`src/rtl/mdio_pkg.sv`:
```
`timescale 1ns/1ps
package mdio_pkg;
    localparam int FRAME_LEN = 64;
    localparam int DATA_LEN  = 16;

    localparam logic [1:0] ADDR_CFG   = 2'd0;
    localparam logic [1:0] ADDR_CTRL  = 2'd1;
    localparam logic [1:0] ADDR_WDATA = 2'd2;
    localparam logic [1:0] ADDR_RDATA = 2'd3;

    localparam int CTL_PHY_LSB = 24;
    localparam int CTL_REG_LSB = 16;
    localparam int CTL_RD_BIT  = 15;
    localparam int CTL_WR_BIT  = 14;
    localparam int CTL_GO_BIT  = 11;
    localparam int CTL_RDY_BIT = 7;
    localparam int CFG_EN_BIT  = 6;

    typedef enum logic [1:0] {SEQ_IDLE, SEQ_SHIFT, SEQ_TAIL} seq_state_e;

    typedef struct packed {
        logic [4:0] phy;
        logic [4:0] regad;
        logic       is_read;
    } mdio_req_t;

    // serial image of one clause-22 frame, first bit in the MSB
    function automatic logic [FRAME_LEN-1:0] frame_bits(mdio_req_t q, logic [DATA_LEN-1:0] wd);
        frame_bits = {32'hFFFF_FFFF, 2'b01, (q.is_read ? 2'b10 : 2'b01), q.phy, q.regad,
                      (q.is_read ? 2'b00 : 2'b10), (q.is_read ? 16'h0000 : wd)};
    endfunction

    // which frame bits the master drives
    function automatic logic [FRAME_LEN-1:0] drive_mask(logic is_read);
        drive_mask = is_read ? {{46{1'b1}}, 18'b0} : {FRAME_LEN{1'b1}};
    endfunction
endpackage

```
`src/rtl/mdio_clkgen.sv`:
```
`timescale 1ns/1ps
module mdio_clkgen #(
    parameter int DIV_W = 6
) (
    input  logic             clk,
    input  logic             rst,
    input  logic             run,
    input  logic [DIV_W-1:0] div,
    output logic             mdc,
    output logic             rise_stb,
    output logic             fall_stb
);
    logic [DIV_W-1:0] cnt;
    logic             wrap;

    assign wrap     = run && (cnt == div);
    assign rise_stb = wrap && !mdc;
    assign fall_stb = wrap && mdc;

    always_ff @(posedge clk) begin
        if (rst || !run) begin
            cnt <= '0;
            mdc <= 1'b0;
        end else if (wrap) begin
            cnt <= '0;
            mdc <= ~mdc;
        end else begin
            cnt <= cnt + 1'b1;
        end
    end
endmodule

```
`src/rtl/mdio_seq.sv`:
```
`timescale 1ns/1ps
module mdio_seq
    import mdio_pkg::*;
(
    input  logic                clk,
    input  logic                rst,
    input  logic                start,
    input  mdio_req_t           req,
    input  logic [DATA_LEN-1:0] wdata,
    input  logic                rise_stb,
    input  logic                fall_stb,
    input  logic                mdio_i,
    output logic                busy,
    output logic                done,
    output logic                mdio_o,
    output logic                mdio_oe,
    output logic [DATA_LEN-1:0] capture
);
    localparam int IDX_W = $clog2(FRAME_LEN);
    localparam int DATA_FIRST = FRAME_LEN - DATA_LEN;

    seq_state_e           state;
    logic [FRAME_LEN-1:0] shreg;
    logic [FRAME_LEN-1:0] oereg;
    logic [IDX_W-1:0]     idx;

    assign busy = (state != SEQ_IDLE);
    assign done = (state == SEQ_TAIL) && fall_stb;

    always_ff @(posedge clk) begin
        if (rst) begin
            state   <= SEQ_IDLE;
            shreg   <= '0;
            oereg   <= '0;
            idx     <= '0;
            mdio_o  <= 1'b1;
            mdio_oe <= 1'b0;
            capture <= '0;
        end else begin
            case (state)
                SEQ_IDLE: if (start) begin
                    shreg   <= frame_bits(req, wdata);
                    oereg   <= drive_mask(req.is_read);
                    mdio_o  <= frame_bits(req, wdata) >> (FRAME_LEN - 1);
                    mdio_oe <= drive_mask(req.is_read) >> (FRAME_LEN - 1);
                    idx     <= '0;
                    state   <= SEQ_SHIFT;
                end
                SEQ_SHIFT: begin
                    if (rise_stb && (int'(idx) >= DATA_FIRST))
                        capture <= {capture[DATA_LEN-2:0], mdio_i};
                    if (fall_stb) begin
                        if (int'(idx) == FRAME_LEN - 1) begin
                            mdio_oe <= 1'b0;
                            state   <= SEQ_TAIL;
                        end else begin
                            idx     <= idx + 1'b1;
                            shreg   <= shreg << 1;
                            oereg   <= oereg << 1;
                            mdio_o  <= shreg[FRAME_LEN-2];
                            mdio_oe <= oereg[FRAME_LEN-2];
                        end
                    end
                end
                SEQ_TAIL: if (fall_stb) begin
                    mdio_o <= 1'b1;
                    state  <= SEQ_IDLE;
                end
                default: state <= SEQ_IDLE;
            endcase
        end
    end
endmodule

```
`src/rtl/mdio_master.sv`:
```
`timescale 1ns/1ps
module mdio_master
    import mdio_pkg::*;
#(
    parameter int DIV_W     = 6,
    parameter int DIV_RESET = 29
) (
    input  logic        clk,
    input  logic        rst,
    input  logic        wr_en,
    input  logic [1:0]  wr_addr,
    input  logic [31:0] wr_data,
    input  logic [1:0]  rd_addr,
    output logic [31:0] rd_data,
    output logic        mdc,
    output logic        mdio_o,
    output logic        mdio_oe,
    input  logic        mdio_i
);
    logic [DIV_W-1:0]    cfg_div_q;
    logic                cfg_en_q;
    mdio_req_t           req_q;
    logic [1:0]          op_q;
    logic [DATA_LEN-1:0] wdata_q;
    logic [DATA_LEN-1:0] rdata_q;
    logic                busy, done, rise_stb, fall_stb, ready;
    logic [DATA_LEN-1:0] capture;
    logic                ctrl_wr, go;
    mdio_req_t           new_req;

    assign ready   = !busy;
    assign ctrl_wr = wr_en && (wr_addr == ADDR_CTRL) && ready;
    assign go      = ctrl_wr && wr_data[CTL_GO_BIT] && cfg_en_q &&
                     (wr_data[CTL_RD_BIT] ^ wr_data[CTL_WR_BIT]);
    assign new_req = '{phy:     wr_data[CTL_PHY_LSB +: 5],
                       regad:   wr_data[CTL_REG_LSB +: 5],
                       is_read: wr_data[CTL_RD_BIT]};

    always_ff @(posedge clk) begin
        if (rst) begin
            cfg_div_q <= DIV_W'(DIV_RESET);
            cfg_en_q  <= 1'b0;
            req_q     <= '0;
            op_q      <= 2'b00;
            wdata_q   <= '0;
            rdata_q   <= '0;
        end else begin
            if (wr_en && wr_addr == ADDR_CFG) begin
                cfg_div_q <= wr_data[DIV_W-1:0];
                cfg_en_q  <= wr_data[CFG_EN_BIT];
            end
            if (wr_en && wr_addr == ADDR_WDATA)
                wdata_q <= wr_data[DATA_LEN-1:0];
            if (ctrl_wr) begin
                req_q <= new_req;
                op_q  <= {wr_data[CTL_RD_BIT], wr_data[CTL_WR_BIT]};
            end
            if (done && req_q.is_read)
                rdata_q <= capture;
        end
    end

    always_comb begin
        rd_data = '0;
        case (rd_addr)
            ADDR_CFG: begin
                rd_data[DIV_W-1:0]  = cfg_div_q;
                rd_data[CFG_EN_BIT] = cfg_en_q;
            end
            ADDR_CTRL: begin
                rd_data[CTL_PHY_LSB +: 5] = req_q.phy;
                rd_data[CTL_REG_LSB +: 5] = req_q.regad;
                rd_data[CTL_RD_BIT]       = op_q[1];
                rd_data[CTL_WR_BIT]       = op_q[0];
                rd_data[CTL_RDY_BIT]      = ready;
            end
            ADDR_WDATA: rd_data[DATA_LEN-1:0] = wdata_q;
            default:    rd_data[DATA_LEN-1:0] = rdata_q;
        endcase
    end

    mdio_clkgen #(.DIV_W(DIV_W)) u_clk (
        .clk(clk), .rst(rst), .run(busy), .div(cfg_div_q),
        .mdc(mdc), .rise_stb(rise_stb), .fall_stb(fall_stb)
    );

    mdio_seq u_seq (
        .clk(clk), .rst(rst), .start(go), .req(new_req), .wdata(wdata_q),
        .rise_stb(rise_stb), .fall_stb(fall_stb), .mdio_i(mdio_i),
        .busy(busy), .done(done), .mdio_o(mdio_o), .mdio_oe(mdio_oe),
        .capture(capture)
    );
endmodule

```
`config.mk`:
```
export PLATFORM = sky130hd
export DESIGN_NAME = mdio_master
export DESIGN_NICKNAME = d
export VERILOG_FILES = /design/src/rtl/mdio_pkg.sv /design/src/rtl/mdio_clkgen.sv /design/src/rtl/mdio_seq.sv /design/src/rtl/mdio_master.sv
export SDC_FILE = /design/constraint.sdc
export NUM_CORES = 1
export LEC_CHECK = 0
export BUFFER_PORTS_ARGS = -buffer_cell sky130_fd_sc_hd__buf_2
export CORE_ASPECT_RATIO = 1.2
export CORE_MARGIN = 4
export CORE_UTILIZATION = 40
export CTS_CLUSTER_SIZE = 28
export DETAILED_ROUTE_END_ITERATION = 7
export PLACE_DENSITY_LB_ADDON = 0.1
export SETUP_SLACK_MARGIN = 0.02
export SYNTH_ARGS = -nofsm -noshare
export SYNTH_HDL_FRONTEND = slang
export SYNTH_SLANG_ARGS = --single-unit
```
`constraint.sdc`:
```
create_clock -name clk -period 2.2 [get_ports clk]
set_clock_uncertainty 0.05 [all_clocks]
set_input_delay 0.33 -clock clk [delete_from_list [all_inputs] [get_ports clk]]
set_output_delay 0.33 -clock clk [all_outputs]
set_load 0.01 [all_outputs]
```
==> results.tsv <==
stage	metric	value	unit
status	status	finished clean	
place	dp_hpwl	11.49	mm
setup_path	crit_arrival	2.39	ns
floorplan	die_x	139.5	um
global_route	grt_use_total	15.49	%
synth	synth_warnings	0	
sta	fin_crit	2.045	ns
synth	synth_edf_count	0	
setup_path	cp_max_fo	96	
setup_path	reg2reg_to	u_seq.oereg[22]$_SDFFE_PP0P_	
synth	synth_compound_area_share	21.31	%
place	port-buffer-count	62	
cts	htreeDepth	1	
floorplan	design.die.area	0.02312	sq mm
cells_and_area	final_area	0.009684	sq mm
synth	yosys.area.top_type	dfxtp_1	
power	p_leak	3.891	nW
worst_hold_path	min_path_type	in2reg	
cts	clockRootBuffer	clkbuf_16	
sta	worst_slew_pin_slew	0.7494	ns
cells_and_area	fin_cells	1143	
cells_and_area	register_area	0.004204	sq mm
detailed_routing	drtAntennaViolNets	0	
detailed_routing	post_drt_via_cell_ratio	5.454	
power	power_density	828.9	mW/mm^2
setup_path	cp-end-kind	flip-flop	
sta	slew-limit-headroom	49.94	%
global_route	grt_remaining_overflow	0	
detailed_routing	dr_total_vias	6234	
worst_hold_path	whs_path_depth	3	
synth	synthFlopType	dfxtp_1	
synth	synth_fa_ha_area_share	0.3016	%
sta	rsz0062_at_grt	yes	
cells_and_area	fin_util	47.65	%
detailed_routing	drt_pre_antenna_iters	5	
synth	seq_area_frac_synth	50.66	%
sta	slew_violations	0	
global_route	grt_pass1_wl	30.77	mm
cells_and_area	nNetsFinal	904	
floorplan	chipHeight	165.8	um
cts	clock_latency	0.50	ns
setup_path	rr_startpoint	cfg_div_q[5]$_SDFFE_PP0P_	
cts	path_clk_slew	0.06	ns
synth	synth-simple-area-share	12.97	%
place	dp_cells	1100	
floorplan	ioPinCount	75	
synth	yosysTopAreaCellShare	50.66	%
synth	ys_seq_elements	210	
power	ir_drop	597.4	uV
cells_and_area	area_delta_synth_final	16.71	%
synth	synth_top_family_by_area	compound AO/OA/AOI/OAI gates	
sta	fmax	488.9	MHz
synth	synth.area.top_cells	dfxtp_1, mux2i_1, o221a_2	
sta	finalHoldViolCount	0	
detailed_routing	drt-total-wl	18.46	mm
cells_and_area	multi_input_area	0.003726	sq mm
synth	syn_inst	822	
cts	clockBufferDepth	3	
global_route	grt_use_met3	3.111	%
cells_and_area	final_cell_mix	dfxtp_1, nand2_1, mux2i_1, nor2_1	
cells_and_area	drive_gt1_share	22.78	%
global_route	grtUsageMet1	20.81	%
worst_hold_path	hp-start	wr_data[9]	
synth	netlist_area	0.008298	sq mm
synth	synthMuxAreaShare	8.369	%
setup_path	rrSetupSlack	0.15	ns
sta	setup_violations	0	
global_route	grt_busiest_layer	met2	
cts	cts_buffers	23	
power	total_power	8.028	mW
cells_and_area	num_antenna_cells	0	
cells_and_area	final_common_cell	dfxtp_1	
place	gp_congestion	0.8663	
detailed_routing	drc	0	
floorplan	num_rows	57	
global_route	grt_pass1_vias	6076	
setup_path	critPathLaunch	cfg_div_q[5]$_SDFFE_PP0P_	
cts	cts_sinks	210	
floorplan	start_util	40.82	%
sta	fin_setup_tns	0	ns
cts	cts_tree	done	
synth	ys_types	53	
flow_run	cap_violations	0	
synth	async_flop_share	0	%
detailed_routing	post_drt_wl_per_cell	16.15	um
global_route	antenna_found_initial	0	
global_route	grt_max_degree	108	
setup_path	worst_setup_path_start_kind	flip-flop	
setup_path	crit_type	reg2reg	
sta	period_share	92.97	%
setup_path	worst_r2r_path_depth	7	
synth	synthXorXnorAreaFrac	1.267	%
place	placed_cell_area	0.008866	sq mm
synth	syn_area_per_cell	10.09	sq um
floorplan	core_area	0.02033	sq mm
setup_path	critPathRequiredTime	2.54	ns
detailed_routing	initialDrtViolationCount	417	
worst_hold_path	holdPathEnd	wdata_q[9]$_SDFFE_PP0P_	
cells_and_area	nFillCells	1919	
global_route	grt_use_met2	25.01	%
==> final cells by class <==
type,count,share of cell area (%)
multi-input combinational,531,38.48
inverter,5,0.1938
timing repair buffer,91,6.434
tap,265,3.424
clock inverter,6,0.8269
sequential,210,43.41
clock buffer,35,7.235
==> cells in the mapped netlist (all sizes together) (2+ instances only) <==
cell	number
nor2b	10
o21ai	14
ha	2
nand3	9
or3	2
o221a	77
a22o	3
mux2i	66
nor4	2
inv	5
nand2	95
o221ai	20
xor2	9
nand4	2
xnor2	3
nand3b	3
buf	32
and2	14
nor3	3
nor3b	16
and3	2
nor2	64
a211oi	17
dfxtp	210
a21oi	62
clkbuf	49
a311oi	13
mux2	3
==> worst max-delay path by stage <==
stage	end	slack, ns
floorplan	u_seq.shreg[41]$_SDFFE_PP0P_	0.26
global placement	u_seq.oereg[10]$_SDFFE_PP0P_	0.07
detailed placement	u_seq.oereg[12]$_SDFFE_PP0P_	-0.02
CTS	u_seq.idx[4]$_SDFFE_PP0P_	0.1
global route	u_seq.oereg[16]$_SDFFE_PP0P_	0.007
finish	u_seq.oereg[22]$_SDFFE_PP0P_	0.15
==> power by group <==
group | internal, mW | switching (mW)
Sequential | 3.83 | 0.0209
Clock | 2.42 | 1.48
Combinational | 0.106 | 0.168
==> kinds of logic after synthesis <==
logic type               count (synthesis)
AND/OR/NAND/NOR                        227
multiplexers                            69
AO/OA/AOI/OAI                          215
XOR/XNOR                                12
adder cells (fa/ha/maj)                  2
other                                    1
buffers and inverters                   86
flip-flops                             210
==> metal layers <==
layer | vias up | share of wire (%) | wire [um]
met4 | 0 | 2.5 | 463
met2 | 133 | 47 | 8677
met1 | 2983 | 45 | 8379
li1 | 3086 | - | -
met3 | 32 | 5.1 | 936
met5 | - | 0 | 0
==> metrics by stage <==
stage | hold slack [ns] | worst slack, ns
floorplan | 0.3896 | 0.2650
global placement | 0.4021 | 0.06618
detailed placement | 0.4210 | -0.02064
CTS | 0.002180 | 0.09571
global route | 0.02162 | 0.006864
finish | 0.02681 | 0.1546
==> flip-flops by register name, summed over array words and instances, names as in the netlist, 2 cells and up <==
register	count
u_seq.oereg	63
u_seq.shreg	63
rdata_q	16
u_seq.capture	16
wdata_q	16
req_q	11
cfg_div_q	6
u_clk.cnt	6
u_seq.idx	6
u_seq.state	2
==> what timing repair did <==
action                                  CTS  global route
endpoints found under the setup margin  102           128
setup buffers                             0             0
resized for setup                         1             3
hold buffers                              2             0
gates cloned                              0             0
hold endpoints to repair                  2             0
==> worst max-delay path: stages (launching register included) <==
cell,delay [ns]
dfxtp_1,0.34
xor2_1,0.19
nor4_4,0.33
buf_4,0.21
and2_1,0.16
nand2_2,0.08
buf_12,0.21
o221a_2,0.30
Power figures use the tool's default switching activity.
